$ cat src/rtl/rtc_trim_pkg.sv
package rtc_trim_pkg;
  localparam int unsigned BYTE_W        = 8;
  localparam int unsigned ADDR_CTRL     = 0;
  localparam int unsigned ADDR_STAT     = 1;
  localparam int unsigned ADDR_CNT0     = 2;
  localparam int unsigned CTRL_LOAD_BIT = 0;
  localparam int unsigned CTRL_IEN_BIT  = 1;
  localparam int unsigned CTRL_RATE_LSB = 2;

  typedef enum logic [1:0] {
    ADV_NONE = 2'd0,
    ADV_ONE  = 2'd1,
    ADV_TWO  = 2'd2
  } adv_e;
endpackage

$ cat src/rtl/rtc_prescaler.sv
module rtc_prescaler #(
  parameter int unsigned HALF_DIV = 16384,
  parameter int unsigned RATE_W   = 2,
  localparam int unsigned DIV_W   = $clog2(HALF_DIV),
  localparam int unsigned MARK_W  = (1 << RATE_W) - 1
) (
  input  logic              clk_i,
  input  logic              rst_ni,
  input  logic              tick_i,
  input  logic [RATE_W-1:0] rate_i,
  output logic              half_mark_o,
  output logic              step_o
);
  logic [DIV_W-1:0]  half_q;
  logic [MARK_W-1:0] mark_q;
  logic [MARK_W-1:0] mask;
  logic              wrap;

  assign wrap        = (half_q == DIV_W'(HALF_DIV - 1));
  assign half_mark_o = tick_i & wrap;
  assign mask        = ~({MARK_W{1'b1}} << rate_i);
  assign step_o      = half_mark_o & ((mark_q & mask) == mask);

  always_ff @(posedge clk_i or negedge rst_ni) begin
    if (!rst_ni) begin
      half_q <= '0;
      mark_q <= '0;
    end else begin
      if (tick_i) half_q <= wrap ? '0 : half_q + 1'b1;
      if (half_mark_o) mark_q <= mark_q + 1'b1;
    end
  end
endmodule

$ cat src/rtl/rtc_trim_acc.sv
module rtc_trim_acc
  import rtc_trim_pkg::*;
#(
  parameter int unsigned ACC_W  = 24,
  parameter int unsigned TRIM_W = 23,
  localparam int unsigned EXT_W = ACC_W - TRIM_W
) (
  input  logic              clk_i,
  input  logic              rst_ni,
  input  logic              load_i,
  input  logic [ACC_W-1:0]  acc_ld_i,
  input  logic [TRIM_W-1:0] trim_ld_i,
  input  logic              step_i,
  output logic [ACC_W-1:0]  acc_o,
  output logic [TRIM_W-1:0] trim_o,
  output adv_e              adv_o
);
  logic [ACC_W-1:0]  acc_q;
  logic [TRIM_W-1:0] trim_q;
  logic [ACC_W:0]    sum;
  logic              carry;
  logic              neg;

  assign neg   = trim_q[TRIM_W-1];
  assign sum   = {1'b0, acc_q} + {1'b0, {EXT_W{neg}}, trim_q};
  assign carry = sum[ACC_W];

  // negative trim: no carry means the sum went below zero
  always_comb begin
    if (neg) adv_o = carry ? ADV_ONE : ADV_NONE;
    else     adv_o = carry ? ADV_TWO : ADV_ONE;
  end

  always_ff @(posedge clk_i or negedge rst_ni) begin
    if (!rst_ni) begin
      acc_q  <= '0;
      trim_q <= '0;
    end else if (load_i) begin
      acc_q  <= acc_ld_i;
      trim_q <= trim_ld_i;
    end else if (step_i) begin
      acc_q  <= sum[ACC_W-1:0];
    end
  end

  assign acc_o  = acc_q;
  assign trim_o = trim_q;
endmodule

$ cat src/rtl/rtc_counter.sv
module rtc_counter
  import rtc_trim_pkg::*;
#(
  parameter int unsigned CNT_W = 32
) (
  input  logic             clk_i,
  input  logic             rst_ni,
  input  logic             load_i,
  input  logic [CNT_W-1:0] cnt_ld_i,
  input  logic             step_i,
  input  adv_e             adv_i,
  output logic [CNT_W-1:0] cnt_o
);
  logic [CNT_W-1:0] cnt_q;

  always_ff @(posedge clk_i or negedge rst_ni) begin
    if (!rst_ni)      cnt_q <= '0;
    else if (load_i)  cnt_q <= cnt_ld_i;
    else if (step_i)  cnt_q <= cnt_q + CNT_W'(adv_i);
  end

  assign cnt_o = cnt_q;
endmodule

$ cat src/rtl/rtc_regs.sv
module rtc_regs
  import rtc_trim_pkg::*;
#(
  parameter int unsigned ADDR_W = 4,
  parameter int unsigned CNT_W  = 32,
  parameter int unsigned ACC_W  = 24,
  parameter int unsigned TRIM_W = 23,
  parameter int unsigned RATE_W = 2,
  localparam int unsigned CNT_B     = (CNT_W + 7) / 8,
  localparam int unsigned ACC_B     = (ACC_W + 7) / 8,
  localparam int unsigned TRIM_B    = (TRIM_W + 7) / 8,
  localparam int unsigned ACC_BASE  = ADDR_CNT0 + CNT_B,
  localparam int unsigned TRIM_BASE = ACC_BASE + ACC_B,
  localparam int unsigned SNAP_W    = CNT_W - BYTE_W
) (
  input  logic                clk_i,
  input  logic                rst_ni,
  input  logic                wr_en_i,
  input  logic                rd_en_i,
  input  logic [ADDR_W-1:0]   addr_i,
  input  logic [BYTE_W-1:0]   wdata_i,
  input  logic [CNT_W-1:0]    cnt_i,
  input  logic [ACC_W-1:0]    acc_i,
  input  logic [TRIM_W-1:0]   trim_i,
  input  logic                step_i,
  output logic                load_o,
  output logic [RATE_W-1:0]   rate_o,
  output logic                irq_o,
  output logic [CNT_W-1:0]    stage_cnt_o,
  output logic [ACC_W-1:0]    stage_acc_o,
  output logic [TRIM_W-1:0]   stage_trim_o,
  output logic [BYTE_W-1:0]   rdata_o
);
  logic [CNT_W-1:0]      stage_cnt_q;
  logic [ACC_W-1:0]      stage_acc_q;
  logic [TRIM_W-1:0]     stage_trim_q;
  logic [SNAP_W-1:0]     snap_q;
  logic                  load_q, ien_q, flag_q;
  logic [RATE_W-1:0]     rate_q;
  logic                  wr_ctrl, wr_stat, rd_low;
  logic [CNT_B*8-9:0]    snap_pad;
  logic [ACC_B*8-1:0]    acc_pad;
  logic [TRIM_B*8-1:0]   trim_pad;

  assign wr_ctrl = wr_en_i && (addr_i == ADDR_W'(ADDR_CTRL));
  assign wr_stat = wr_en_i && (addr_i == ADDR_W'(ADDR_STAT));
  assign rd_low  = rd_en_i && (addr_i == ADDR_W'(ADDR_CNT0));

  // staging: byte lanes, live state untouched until load
  always_ff @(posedge clk_i or negedge rst_ni) begin
    if (!rst_ni) begin
      stage_cnt_q  <= '0;
      stage_acc_q  <= '0;
      stage_trim_q <= '0;
    end else if (wr_en_i) begin
      for (int i = 0; i < CNT_W; i++)
        if (addr_i == ADDR_W'(ADDR_CNT0 + i / 8)) stage_cnt_q[i] <= wdata_i[i % 8];
      for (int i = 0; i < ACC_W; i++)
        if (addr_i == ADDR_W'(ACC_BASE + i / 8)) stage_acc_q[i] <= wdata_i[i % 8];
      for (int i = 0; i < TRIM_W; i++)
        if (addr_i == ADDR_W'(TRIM_BASE + i / 8)) stage_trim_q[i] <= wdata_i[i % 8];
    end
  end

  always_ff @(posedge clk_i or negedge rst_ni) begin
    if (!rst_ni) begin
      load_q <= 1'b0;
      ien_q  <= 1'b0;
      rate_q <= RATE_W'(1);
      flag_q <= 1'b0;
      snap_q <= '0;
    end else begin
      load_q <= wr_ctrl & wdata_i[CTRL_LOAD_BIT];
      if (wr_ctrl) begin
        ien_q  <= wdata_i[CTRL_IEN_BIT];
        rate_q <= wdata_i[CTRL_RATE_LSB +: RATE_W];
      end
      flag_q <= (step_i & ien_q & ~load_q) | (flag_q & ~(wr_stat & wdata_i[0]));
      if (rd_low) snap_q <= cnt_i[CNT_W-1:BYTE_W];
    end
  end

  assign snap_pad = (CNT_B*8-8)'(snap_q);
  assign acc_pad  = (ACC_B*8)'(acc_i);
  assign trim_pad = (TRIM_B*8)'(trim_i);

  always_comb begin
    rdata_o = '0;
    if (rd_en_i) begin
      if (addr_i == ADDR_W'(ADDR_CTRL)) rdata_o = BYTE_W'({rate_q, ien_q, load_q});
      if (addr_i == ADDR_W'(ADDR_STAT)) rdata_o = BYTE_W'(flag_q);
      if (addr_i == ADDR_W'(ADDR_CNT0)) rdata_o = cnt_i[BYTE_W-1:0];
      for (int b = 1; b < CNT_B; b++)
        if (addr_i == ADDR_W'(ADDR_CNT0 + b)) rdata_o = snap_pad[(b-1)*8 +: 8];
      for (int b = 0; b < ACC_B; b++)
        if (addr_i == ADDR_W'(ACC_BASE + b)) rdata_o = acc_pad[b*8 +: 8];
      for (int b = 0; b < TRIM_B; b++)
        if (addr_i == ADDR_W'(TRIM_BASE + b)) rdata_o = trim_pad[b*8 +: 8];
    end
  end

  assign load_o       = load_q;
  assign rate_o       = rate_q;
  assign irq_o        = flag_q;
  assign stage_cnt_o  = stage_cnt_q;
  assign stage_acc_o  = stage_acc_q;
  assign stage_trim_o = stage_trim_q;
endmodule

$ cat src/rtl/rtc_trim_top.sv
module rtc_trim_top
  import rtc_trim_pkg::*;
#(
  parameter int unsigned HALF_DIV = 16384,
  parameter int unsigned ADDR_W   = 4,
  parameter int unsigned CNT_W    = 32,
  parameter int unsigned ACC_W    = 24,
  parameter int unsigned TRIM_W   = 23,
  parameter int unsigned RATE_W   = 2
) (
  input  logic              clk_i,
  input  logic              rst_ni,
  input  logic              tick_i,
  input  logic              wr_en_i,
  input  logic              rd_en_i,
  input  logic [ADDR_W-1:0] addr_i,
  input  logic [7:0]        wdata_i,
  output logic [7:0]        rdata_o,
  output logic [CNT_W-1:0]  cnt_o,
  output logic              half_mark_o,
  output logic              irq_o
);
  logic              step, load_q;
  logic [RATE_W-1:0] rate;
  logic [ACC_W-1:0]  acc, stage_acc;
  logic [TRIM_W-1:0] trim_q, stage_trim;
  logic [CNT_W-1:0]  stage_cnt;
  adv_e              adv;

  rtc_prescaler #(.HALF_DIV(HALF_DIV), .RATE_W(RATE_W)) u_pre (
    .clk_i, .rst_ni, .tick_i, .rate_i(rate), .half_mark_o, .step_o(step)
  );

  rtc_trim_acc #(.ACC_W(ACC_W), .TRIM_W(TRIM_W)) u_acc (
    .clk_i, .rst_ni, .load_i(load_q), .acc_ld_i(stage_acc), .trim_ld_i(stage_trim),
    .step_i(step), .acc_o(acc), .trim_o(trim_q), .adv_o(adv)
  );

  rtc_counter #(.CNT_W(CNT_W)) u_cnt (
    .clk_i, .rst_ni, .load_i(load_q), .cnt_ld_i(stage_cnt), .step_i(step),
    .adv_i(adv), .cnt_o
  );

  rtc_regs #(
    .ADDR_W(ADDR_W), .CNT_W(CNT_W), .ACC_W(ACC_W), .TRIM_W(TRIM_W), .RATE_W(RATE_W)
  ) u_regs (
    .clk_i, .rst_ni, .wr_en_i, .rd_en_i, .addr_i, .wdata_i,
    .cnt_i(cnt_o), .acc_i(acc), .trim_i(trim_q), .step_i(step),
    .load_o(load_q), .rate_o(rate), .irq_o,
    .stage_cnt_o(stage_cnt), .stage_acc_o(stage_acc), .stage_trim_o(stage_trim),
    .rdata_o
  );
endmodule

$ cat config.mk
export PLATFORM = sky130hd
export DESIGN_NAME = rtc_trim_top
export DESIGN_NICKNAME = d
export VERILOG_FILES = /design/src/rtl/rtc_trim_pkg.sv /design/src/rtl/rtc_prescaler.sv /design/src/rtl/rtc_trim_acc.sv /design/src/rtl/rtc_counter.sv /design/src/rtl/rtc_regs.sv /design/src/rtl/rtc_trim_top.sv
export SDC_FILE = /design/constraint.sdc
export NUM_CORES = 1
export LEC_CHECK = 0
export BUFFER_PORTS_ARGS = -buffer_cell sky130_fd_sc_hd__buf_2
export CAP_MARGIN = 40
export CORE_ASPECT_RATIO = 0.75
export CORE_UTILIZATION = 56
export CTS_CLUSTER_SIZE = 24
export DETAILED_ROUTE_END_ITERATION = 8
export PLACE_DENSITY = 0.77
export SYNTH_ARGS = -nofsm -noshare
export SYNTH_HDL_FRONTEND = slang
export SYNTH_SLANG_ARGS = --single-unit
$ cat constraint.sdc
create_clock -name clk_i -period 3.9 [get_ports clk_i]
set_clock_uncertainty 0.2 [all_clocks]
set_input_delay 0.78 -clock clk_i [delete_from_list [all_inputs] [get_ports clk_i]]
set_output_delay 0.78 -clock clk_i [all_outputs]
set_load 0.02 [all_outputs]
==> impl_results.md, run 1 <==
* Fmax at 241 MHz
* Nets at 1,170
* Via-per-instance ratio at about 6.2
* Root Buffer: clkbuf_16
* GP Congestion at approximately 0.96
* Critical-path cell list: ha_4, fa_2, a211oi_2, o21ai_2, o31ai_4, o31ai_4, a21oi_2, o21ai_1, a21o_1, ha_4, ha_4, inv_2, fa_2, or3b_4, nor2_4, xnor2_2, o21ai_1
* CTS tree: yes
* Setup WS post-layout at -242 ps
* CP dominant cell by count: ha_4
* FF-to-FF path depth at 17
* Syn_area_per_cell at 10.5 um^2
* VDD IR max at between 0.4 and 0.5 mV
* CORE AREA at 0.0187 mm^2
* Cell Count, Final, Fillers Out at 1,382
* Met3 Wirelength at around 2500 um
* Placed cell count at approximately 1.3k
* Worst setup SP type: register
* Clock Path Buffers at 3
* Relative slew slack at 43.3%
* Top Layer Used: met4
* Synth top area cells: dfrtp_1, mux2_2, nand2_1
* Metal2 WL at approximately 13,000 um
* CP Data Required Time at 4070 ps
* Hold_ws at ~110 ps
* Most common cell after layout, fill and taps aside: dfrtp_1
* All-Layer GR Usage at 30.8%
* Unique cell type count in the Yosys netlist at 66
* Final worst path period share at 106%
* Reg2Reg Setup Slack at -240 ps
* FF+latch count, synth at 204
* Leak at 0.00554 uW
* Via count at 8,625
* Largest stage delay, worst path at 490 ps
* Top delay family on crit path: adder cells
* Post-synth EDFFs at 0
* Post-Synthesis Cells at 1,027
* DP HPWL at about 20,000 um
* Vias in the first global route at 8,158
* Reg-to-Reg End: u_cnt.cnt_o[8]$_DFFE_PN0P_
* Setup_tns at -3250 ps
* Final slew viol count at 0
* Share of layout cells above drive strength 1 at 29.9%
* Die area at 0.0198 mm^2
* Starting DRC count in detailed routing at 809
* Clock slew at reported path FFs at 60 ps
* WL final at 29,800 um
* TritonCTS Sinks at 204
* CP Capture Type: register
* # DRC at 0
* PortBufs at 58
* Post-CTS Hold Fix Bufs at 0
* Clock Latency Late Sink at 510 ps
* Ys async rst share at between 90% and 100%
* Failing checks: negative setup slack
* H-tree lvl count at 1
* Cell Rows at 43
* DRT Pass-1 Iters at 5
* HP Class: in2async
* Critical path class: reg2reg
* Sequential cell area fraction in the yosys report at 47.3%
* Crit path max fanout at 5
* P&R area growth vs syn at 16.7%
* First-pass GRT wire length at 46,100 um
* Fin crit period at 4140 ps
* Top-level port count at about 60
* RSZ-0062 raised after global routing: true
* Gr ovfl total at 0
* Slowest stage cell on the critical path: or3b_4
* WP data arrival at 4310 ps
* Initial Util at 57.8%
* Slew @ Worst Pin at 851 ps
* Count of max-cap constraint violations at 0
* Synth Warn # at 0
* Die Y at between 100 and 150 um
* CP Buf/Inv Count at 1
* Status: complete, but fails checks
* Fin. Hold Viols at 0
* Largest area contributor in the netlist: dfrtp_1
* FILL cells at 1,431
* Critical Path Stages at 17
* Initial antenna violation count at 0
* Top cell type's share of synthesized area at 47.1%
* Avg WL per Cell at between 20 and 25 um
* Syn Nets at 1,075
* Setup Viol. Count Final at 24
* Wl on met1 at 13,600 um
* Most frequent cells in the layout: dfrtp_1, mux2_2, nand2_1, o21ai_0, buf_4
* Total CTS buffers at 20
* Antenna viol nets, final at 0
* Total power per unit cell area at 567 mW/mm^2
* Die extent in x at 162 um
* Largest net degree at the start of global routing at 94
* RR Startpoint: u_acc.acc_o[0]$_DFFE_PN0P_
* Main synth FF type: dfrtp_1
* Cell Area, Synth at about 0.011 mm^2
[routing by layer]
layer / vias to the layer above / GRT usage (%)
li1: 3886 / -
met1: 4318 / 46.0
met2: 361 / 44.0
met3: 60 / 6.78
met4: 0 / 10.5
met5: - / 0
[how the worst max path moves through the flow]
stage / startpoint / endpoint / slack (ps)
2_1_floorplan: u_acc.trim_o[0]$_DFFE_PN0P_ / u_cnt.cnt_o[12]$_DFFE_PN0P_ / -100
3_3_place_gp: u_acc.trim_o[0]$_DFFE_PN0P_ / u_cnt.cnt_o[6]$_DFFE_PN0P_ / -220
3_5_place_dp: u_acc.acc_o[0]$_DFFE_PN0P_ / u_cnt.cnt_o[6]$_DFFE_PN0P_ / -360
4_1_cts: u_acc.acc_o[0]$_DFFE_PN0P_ / u_cnt.cnt_o[6]$_DFFE_PN0P_ / -230
5_1_grt: u_acc.trim_o[0]$_DFFE_PN0P_ / u_cnt.cnt_o[26]$_DFFE_PN0P_ / -430
6_report: u_acc.acc_o[0]$_DFFE_PN0P_ / u_cnt.cnt_o[8]$_DFFE_PN0P_ / -240
[cell families (layout without fill, tap and decap cells)]
family,after synthesis,count (layout),share of synthesized area (%)
AOI/OAI and AO/OA,242,242,14.4
xor gates and xnor gates,56,56,4.55
adders and majority gates,31,31,3.74
buffers and inverters,74,181,2.69
DFF,204,204,47.3
muxes,136,136,14.3
other,0,1,0
and+or+nand+nor,284,284,13.0
[flip-flops by register name (all words and copies together) (netlist names)]
register             cells
u_cnt.cnt_o             32
u_regs.load_o            1
u_acc.trim_o            23
u_regs.stage_cnt_o      32
u_regs.stage_acc_o      24
u_regs.stage_trim_o     23
u_pre.half_q            14
u_pre.mark_q             3
u_regs.ien_q             1
u_regs.irq_o             1
u_acc.acc_o             24
u_regs.rate_o            2
u_regs.snap_pad         24
[per-stage QoR]
step,utilization (%),worst slack (ps),total power (uW),instance area (um^2)
2_1_floorplan,-,-103,4310,10800
3_3_place_gp,63.1,-218,5000,11800
3_5_place_dp,63.1,-358,5080,11800
4_1_cts,67.1,-231,7070,12500
5_1_grt,67.4,-432,7480,12600
6_report,67.4,-242,7140,12600
[final cells by class]
| class | instances | area [um^2] | share of cell area [%] |
|---|---|---|---|
| Multi-Input combinational cell | 749 | 5530 | 44.0 |
| Sequential cell | 204 | 5110 | 40.6 |
| Inverter | 16 | 60.1 | 0.477 |
| Antenna cell | 1 | 2.50 | 0.0199 |
| Clock inverter | 5 | 56.3 | 0.447 |
| Timing Repair Buffer | 131 | 928 | 7.38 |
| Tap cell | 247 | 309 | 2.46 |
| Clock buffer | 29 | 586 | 4.65 |
[synthesized netlist by cell type (18+ instances only)]
| master | count |
|---|---|
| mux2_2 | 132 |
| ha_1 | 29 |
| nand2_1 | 116 |
| and3_1 | 18 |
| a21oi_1 | 54 |
| xor2_1 | 29 |
| dfrtp_1 | 203 |
| clkbuf_1 | 45 |
| nor2_1 | 51 |
| nand3_1 | 23 |
| xnor2_1 | 27 |
| o21ai_0 | 79 |
[where the power goes]
part	leakage, uW	switching, uW	internal [uW]
Sequential	0.00250	455	2630
Clock	0.000313	838	1110
Combinational	0.00272	1090	1010
[what timing repair did]
action | 4_1_cts | 5_1_grt
pin swaps | 9 | 2
resized for setup | 16 | 10
endpoints found under the hold margin | 0 | 0
setup buffers | 3 | 2
endpoints found under the setup margin | 27 | 29
cloned | 1 | 0
No activity file was read; power rests on OpenSTA's default activity.
==> run 2, diff against run 1 <==
--- a/config.mk
+++ b/config.mk
@@ -5,6 +5,7 @@
 export SDC_FILE = /design/constraint.sdc
 export NUM_CORES = 1
 export LEC_CHECK = 0
+export ABC_AREA = 1
 export BUFFER_PORTS_ARGS = -buffer_cell sky130_fd_sc_hd__buf_2
 export CAP_MARGIN = 40
 export CORE_ASPECT_RATIO = 0.75
==> run 2 against run 1 <==
  * Die area rose by 4.1%
  * Utilization is 1.8 points higher
  * Combinational power is 7% higher
  * First-iteration DRC count is 62% higher
  * Worst hold slack lost 6.4 ps
  * Clock power up 12%
  * Sequential power down 3%
  * The run ends with design-rule violations, negative setup slack left
  * Fmax up 3.7%
==> impl_results.md, run 2 <==
* Die Y at 125 um (was 122 um)
* Critical path class: reg2reg (unchanged)
* Cell Rows at 44 (was 43)
* Final slew viol count at 0 (unchanged)
* Total power per unit cell area at 551 mW/mm^2 (was 567 mW/mm^2)
* Synth Warn # at 0 (unchanged)
* Vias in the first global route at 10.1k (was 8,158)
* # DRC at 2 (was 0)
* Total power at 7430 uW (was 7140 uW)
* Post-Layout Inst Area at 0.0135 mm^2 (was 0.0126 mm^2)
* Setup WS post-layout at -94.5 ps (was -242 ps)
* Setup Viol. Count Final at 11 (was 24)
* Share of layout cells above drive strength 1 at 16.7% (was 29.9%)
* Most frequent cells in the layout: nand2_1, dfrtp_1, o21ai_0, inv_1, buf_4 (was dfrtp_1, mux2_2, nand2_1, o21ai_0, buf_4)
* Crit path from: u_acc.acc_o[13]$_DFFE_PN0P_ (was u_acc.acc_o[0]$_DFFE_PN0P_)
* Top cells by count, synth: nand2_1, dfrtp_1, o21ai_0, inv_1, nor2_1 (was dfrtp_1, mux2_2, nand2_1, o21ai_0, a21oi_1)
* Syn Nets at 1,560 (was 1,075)
* Sequential cell area at 0.00511 mm^2 (about the same)
* First-pass GRT wire length at 56,200 um (was 46,100 um)
* CTS tree: yes (unchanged)
* Fmax at 250 MHz (was 241 MHz)
* TritonCTS Sinks at 204 (unchanged)
* Slew @ Worst Pin at 788 ps (was 851 ps)
* Total CTS buffers at 22 (was 20)
* Most common cell after layout, fill and taps aside: nand2_1 (was dfrtp_1)
* HP Class: in2async (unchanged)
* Top-level port count at 59 (unchanged)
* Starting DRC count in detailed routing at 1,309 (was 809)
* Reg2Reg Setup Slack at -90 ps (was -240 ps)
* Root Buffer: clkbuf_16 (unchanged)
* Placed Area at 0.0122 mm^2 (was 0.0118 mm^2)
* DRT Pass-1 Iters at 8 (was 5)
* Largest stage delay, worst path at 380 ps (was 490 ps)
* Syn_area_per_cell at 7.43 um^2 (was 10.5 um^2)
* VDD IR max at 0.411 mV (was 0.427 mV)
* FF-to-FF path depth at 22 (was 17)
* Initial Util at 57.7% (was 57.8%)
* H-tree lvl count at 1 (unchanged)
* FILL cells at 1,611 (was 1,431)
* Status: complete, but fails checks (unchanged)
* Synth top area cells: dfrtp_1, nand2_1, o21ai_0 (was dfrtp_1, mux2_2, nand2_1)
* # diodes at 0 (was 1)
* Worst setup SP type: register (unchanged)
* WL final at 36,500 um (was 29,800 um)
* Sequential cell area fraction in the yosys report at 45.4% (was 47.3%)
* CP dominant cell by count: nand2_1 (was ha_4)
* Die extent in x at 166 um (was 162 um)
* Largest net degree at the start of global routing at 88 (was 94)
* Cell Area, Synth at 0.0112 mm^2 (was 0.0108 mm^2)
* Crit path max fanout at 4 (was 5)
* DP HPWL at 26,000 um (was 20,300 um)
* Unique cell type count in the Yosys netlist at 39 (was 66)
* Nets at 1,699 (was 1,170)
* Fin. Hold Viols at 0 (unchanged)
* Critical-path cell list: ha_2, a21oi_2, o21ai_0, a21oi_1, nand3_1, nand2_1, nand3b_1, ha_1, ha_2, inv_2, fa_2, inv_2, nand3_4, nor2_4, inv_2, nor2_4, buf_6, nand2_2, nand2_1, nand2_1, nand2_1, nand3_1 (was ha_4, fa_2, a211oi_2, o21ai_2, o31ai_4, o31ai_4, a21oi_2, o21ai_1, a21o_1, ha_4, ha_4, inv_2, fa_2, or3b_4, nor2_4, xnor2_2, o21ai_1)
* Clock slew at reported path FFs at 70 ps (was 60 ps)
* Most common cell in the netlist: nand2_1 (was dfrtp_1)
* CP Capture Type: register (unchanged)
* All-Layer GR Usage at 35.9% (was 30.8%)
* GP Congestion at 1.04 (was 0.957)
* Largest area contributor in the netlist: dfrtp_1 (unchanged)
* Leak at 0.00674 uW (was 0.00554 uW)
* Top delay family on crit path: adder cells (unchanged)
* Count of max-cap constraint violations at 0 (unchanged)
* Initial antenna violation count at 0 (unchanged)
* Reg-to-Reg End: u_cnt.cnt_o[24]$_DFFE_PN0P_ (was u_cnt.cnt_o[8]$_DFFE_PN0P_)
* RR Startpoint: u_acc.acc_o[13]$_DFFE_PN0P_ (was u_acc.acc_o[0]$_DFFE_PN0P_)
* Fin crit period at 3990 ps (was 4140 ps)
* WP data arrival at 4190 ps (was 4310 ps)
* Main synth FF type: dfrtp_1 (unchanged)
* Antenna viol nets, final at 0 (unchanged)
* P&R area growth vs syn at 20.0% (was 16.7%)
* Clock Path Buffers at 3 (unchanged)
* Via-per-instance ratio at 5.71 (was 6.24)
* Multi-input gate area at 0.00564 mm^2 (was 0.00553 mm^2)
* Slowest stage cell on the critical path: dfrtp_1 (was or3b_4)
* Failing checks: design-rule violations, negative setup slack (was negative setup slack)
* RSZ-0062 raised after global routing: true (unchanged)
* Via count at 11.0k (was 8,625)
* Top cell type's share of synthesized area at 45.2% (was 47.1%)
* PortBufs at 58 (unchanged)
* Final worst path period share at 102% (was 106%)
* FF+latch count, synth at 204 (unchanged)
* Die area at 0.0206 mm^2 (was 0.0198 mm^2)
* Gr ovfl total at 0 (unchanged)
* Relative slew slack at 47.4% (was 43.3%)
* CORE AREA at 0.0195 mm^2 (was 0.0187 mm^2)
* Post-Synthesis Cells at 1,512 (was 1,027)
* Post-synth EDFFs at 0 (unchanged)
* Avg WL per Cell at 19.0 um (was 21.6 um)
* CP Data Required Time at 4100 ps (was 4070 ps)
* CP Buf/Inv Count at 4 (was 1)
* Ys async rst share at 100% (unchanged)
* Clock Latency Late Sink at 530 ps (was 510 ps)
==> run 2: cell types whose count changed after synthesis, sizes merged, moves of 17 or more <==
| cell | delta |
|---|---|
| inv | +129 |
| and3 | -17 |
| xnor2 | -17 |
| nand2 | +446 |
| nand4 | +26 |
| nor3 | +19 |
| nand3 | +55 |
| nor2 | +38 |
| o21ai | +71 |
| mux2 | -130 |
==> run 2: how the worst max path moves through the flow <==
stage	endpoint	slack [ps]	cells past startpoint
floorplan	u_cnt.cnt_o[16]$_DFFE_PN0P_	100	21
detailed placement	u_cnt.cnt_o[24]$_DFFE_PN0P_	-130	23
global placement	u_cnt.cnt_o[24]$_DFFE_PN0P_	-50	23
global route	u_cnt.cnt_o[24]$_DFFE_PN0P_	-220	22
finish	u_cnt.cnt_o[24]$_DFFE_PN0P_	-90	22
CTS	u_acc.acc_o[20]$_DFFE_PN0P_	10	26
==> run 2: cell type report <==
cell class / instances / area share [%]
Sequential cell: 204 / 37.9
Multi-Input combinational cell: 1110 / 41.9
Clock inverter: 7 / 0.742
Tap cell: 253 / 2.35
Clock buffer: 33 / 4.91
Inverter: 155 / 4.33
Timing Repair Buffer: 158 / 7.91
==> run 2: repair_timing <==
item	CTS	global route
buffers inserted	17	11
pin swaps	2	26
setup endpoints to repair	4	23
hold buffers	0	0
resized for setup	7	59
==> run 2: where the power goes <==
group | internal [uW] | leakage (uW) | switching (uW)
combinational | 911 | 0.00381 | 1330
clock | 1310 | 0.000378 | 881
sequential | 2560 | 0.00255 | 440
total | 4780 | 0.00674 | 2650
==> run 2: cells by family after synthesis <==
logic type      share of synthesized area [%]
buf+inv                                  7.13
xor+xnor                                 3.74
compound gates                           10.1
flops                                    45.4
fa+ha+maj                                3.59
mux                                     0.200
simple gates                             29.8
==> run 2: through the flow <==
step,instances,utilization [%],hold slack [ps],setup WS (ps),setup TNS (ps)
3_3_place_gp,1854,62.6,261,-50.5,-71.4
3_5_place_dp,1854,62.6,271,-133,-458
2_1_floorplan,1512,-,246,104,0
5_1_grt,1920,69.2,163,-218,-1970
6_report,1920,69.2,106,-94.5,-497
4_1_cts,1911,67.3,140,11.6,0
==> run 2: per-layer routing <==
metal  GRT usage (%)  part of all wire, %
met4            7.86                  2.4
met1            54.8                   44
met5            2.27                 0.16
met3            10.7                   13
met2            49.5                   41
==> run 3, diff against run 2 <==
==> constraint.sdc (replaced) <==
create_clock -name clk_i -period 3.9 [get_ports clk_i]
set_clock_uncertainty 0.2 [all_clocks]
set_input_delay 0.39 -clock clk_i [delete_from_list [all_inputs] [get_ports clk_i]]
set_output_delay 0.39 -clock clk_i [all_outputs]
set_load 0.02 [all_outputs]
==> run 3 against run 2 <==
  * The run ends with design-rule violations left
  * Via count decreased by 2.7%
  * Global-route usage decreased by 1.1 points
  * Count of clock-buffer cells in the layout decreased by 8
  * Flip-flop and latch count unchanged
  * Design area decreased by 3.3%
  * Routed wire length decreased by 3.8%
  * Critical endpoint is now u_cnt.cnt_o[30]$_DFFE_PN0P_
  * Largest power group unchanged
==> impl_results.md, run 3 (synthesized netlist as in run 2, its figures left out) <==
* Int Pwr at 4570 uW (was 4780 uW)
* Setup WS post-layout at 172 ps (was -94.5 ps)
* Total power at 7150 uW (was 7430 uW)
* Most common cell after layout, fill and taps aside: nand2_1 (unchanged)
* Reg-to-Reg End: u_cnt.cnt_o[30]$_DFFE_PN0P_ (was u_cnt.cnt_o[24]$_DFFE_PN0P_)
* WL final at 35,100 um (was 36,500 um)
* Via count at 10.7k (was 11.0k)
* Vias in the first global route at 9,761 (was 10.1k)
* Setup Viol. Count Final at 0 (was 11)
* P&R area growth vs syn at 16.0% (was 20.0%)
* Final slew viol count at 0 (unchanged)
* Wl on met1 at 15,500 um (was 15,900 um)
* Hold Path Sink: u_regs.irq_o$_DFF_PN0_
* Largest net degree at the start of global routing at 83 (was 88)
* DP HPWL at 25,300 um (was 26,000 um)
* Reg2Reg Setup Slack at 170 ps (was -90 ps)
* Root Buffer: clkbuf_16 (unchanged)
* HP Class: in2reg (was in2async)
* # DRC at 2 (unchanged)
* Critical path class: reg2reg (unchanged)
* Clock slew at reported path FFs at 70 ps (about the same)
* GP Congestion at 0.997 (was 1.04)
* Die extent in x at 166 um (unchanged)
* Count of max-cap constraint violations at 0 (unchanged)
* Hold Crit Depth at 5
* TritonCTS Sinks at 204 (unchanged)
* Antenna viol nets, final at 0 (unchanged)
* FF-to-FF path depth at 20 (was 22)
* Sequential cell area at 0.00511 mm^2 (about the same)
* FILL cells at 1,696 (was 1,611)
* Relative slew slack at 47.2% (was 47.4%)
* Hold Startpoint: addr_i[1]
* Combinational share of power at 29.2% (was 30.1%)
* Failing checks: design-rule violations (was design-rule violations, negative setup slack)
* Top Layer Used: met4 (was met5)
* Total CTS buffers at 21 (was 22)
* Cell Rows at 44 (unchanged)
* Die Y at 125 um (unchanged)
* VDD IR max at 0.458 mV (was 0.411 mV)
* RR Startpoint: u_acc.acc_o[0]$_DFFE_PN0P_ (was u_acc.acc_o[13]$_DFFE_PN0P_)
* Fmax at 268 MHz (was 250 MHz)
* Most frequent cells in the layout: nand2_1, dfrtp_1, o21ai_0, inv_1, nor2_1 (was nand2_1, dfrtp_1, o21ai_0, inv_1, buf_4)
* Initial Util at 57.7% (unchanged)
* All-Layer GR Usage at 34.8% (was 35.9%)
* Total power per unit cell area at 548 mW/mm^2 (was 551 mW/mm^2)
* Avg WL per Cell at 18.6 um (was 19.0 um)
* Clock Latency Late Sink at 520 ps (was 530 ps)
* Starting DRC count in detailed routing at 1,297 (was 1,309)
* CP Capture Type: register (unchanged)
* # diodes at 0 (unchanged)
* Worst setup SP type: register (unchanged)
* PortBufs at 58 (unchanged)
* Fin. Hold Viols at 0 (unchanged)
* Met3 Wirelength at 4610 um (was 4620 um)
* Share of layout cells above drive strength 1 at 13.5% (was 16.7%)
* CTS tree: yes (unchanged)
* Gr ovfl total at 0 (unchanged)
* DRT Pass-1 Iters at 8 (unchanged)
* CORE AREA at 0.0195 mm^2 (unchanged)
* Fin crit period at 3730 ps (was 3990 ps)
* Clock power frac at 29.2% (was 29.5%)
* Sequential Power Share at 41.6% (was 40.4%)
* Clock Path Buffers at 3 (unchanged)
* Via-per-instance ratio at 5.65 (was 5.71)
* Leak at 0.00657 uW (was 0.00674 uW)
* Slew @ Worst Pin at 791 ps (was 788 ps)
* Nets at 1,667 (was 1,699)
* Multi-input gate area at 0.00547 mm^2 (was 0.00564 mm^2)
* Sw frac at 36.1% (was 35.6%)
* Metal2 WL at 14,400 um (was 15,000 um)
* Final worst path period share at 95.6% (was 102%)
* First-pass GRT wire length at 54,600 um (was 56,200 um)
* CP Data Required Time at 4140 ps (was 4100 ps)
* Psw at 2580 uW (was 2650 uW)
* Die area at 0.0206 mm^2 (unchanged)
* H-tree lvl count at 1 (unchanged)
* Status: complete, but fails checks (unchanged)
* Crit path max fanout at 3 (was 4)
* Initial antenna violation count at 0 (unchanged)
* WP data arrival at 3960 ps (was 4190 ps)
* Pre-CTS WS at -69.1 ps (was -133 ps)
* Top-level port count at 59 (unchanged)
[run 3: cell types whose count changed in the layout (fill, tap and decap cells not counted), moves of 5 or more]
cell / previous run / this run
buf_4: 98 / 65
ha_1: 13 / 25
ha_4: 12 / 4
inv_1: 133 / 138
inv_2: 11 / 6
nand2_1: 552 / 559
nand2_2: 8 / 2
[run 3: worst max-delay path by stage]
stage                                     start                     endpoint  slack, ps  cells after the start
global route        u_acc.acc_o[13]$_DFFE_PN0P_  u_cnt.cnt_o[30]$_DFFE_PN0P_         -8                     19
detailed placement   u_acc.acc_o[0]$_DFFE_PN0P_  u_cnt.cnt_o[24]$_DFFE_PN0P_        -70                     23
finish               u_acc.acc_o[0]$_DFFE_PN0P_  u_cnt.cnt_o[30]$_DFFE_PN0P_        170                     20
CTS                  u_acc.acc_o[0]$_DFFE_PN0P_  u_cnt.cnt_o[24]$_DFFE_PN0P_         -5                     23
floorplan            u_acc.acc_o[0]$_DFFE_PN0P_  u_cnt.cnt_o[16]$_DFFE_PN0P_        100                     21
global placement     u_acc.acc_o[0]$_DFFE_PN0P_  u_cnt.cnt_o[24]$_DFFE_PN0P_        -10                     23
[run 3: timing repair]
action                     4_1_cts  5_1_grt
hold buffers                     2        0
pin swaps                        0        5
setup endpoints to repair        5       14
resized for setup                4       27
setup buffers                    0        3
gates cloned                     0        0
hold endpoints to repair        81        0
[run 3: through the flow]
stage	hold WS, ps	utilization [%]	setup TNS, ps	cells	area, um^2
finish	141	66.9	0	1887	13000
floorplan	-106	-	0	1512	11200
global placement	259	62.2	-14.0	1843	12100
CTS	130	66.1	-4.80	1884	12900
detailed placement	268	62.3	-236	1844	12100
global route	180	66.9	-7.78	1887	13000
[run 3: power groups by stage]
stage / clock network, uW / logic, uW / registers (uW)
floorplan: 0 / 1150 / 2960
global placement: 0 / 1930 / 2960
detailed placement: 0 / 1970 / 2970
CTS: 2090 / 1990 / 2950
global route: 2170 / 2320 / 3020
finish: 2090 / 2090 / 2980
[run 3: cell type report]
type	count	share of cell area [%]
Multi-Input combinational cell	1110	42.0
Inverter	155	4.48
Clock inverter	13	1.02
Timing Repair Buffer	127	6.55
Clock buffer	25	4.38
Tap cell	253	2.43
Sequential cell	204	39.2
[run 3: worst max-delay path: stages (launching register included)]
cell and delay [ps]:
dfrtp_1 380, ha_1 230, fa_2 360, nand3_2 90
nand3_2 90, nand4_1 140, nand3_2 120, nand2_1 70
nand3b_1 100, ha_1 300, ha_1 130, inv_1 60
fa_2 350, inv_1 90, nand3_2 90, nor2_4 170
nand3_2 140, nor3_2 250, xor2_1 160, nand2_1 70
nand3_1 80
[run 3: layer usage]
| metal | track usage (%) | vias up |
|---|---|---|
| met3 | 10.7 | 49 |
| met2 | 47.4 | 580 |
| met1 | 53.9 | 4984 |
| met5 | 0 | - |
| li1 | - | 5046 |
| met4 | 7.06 | 0 |
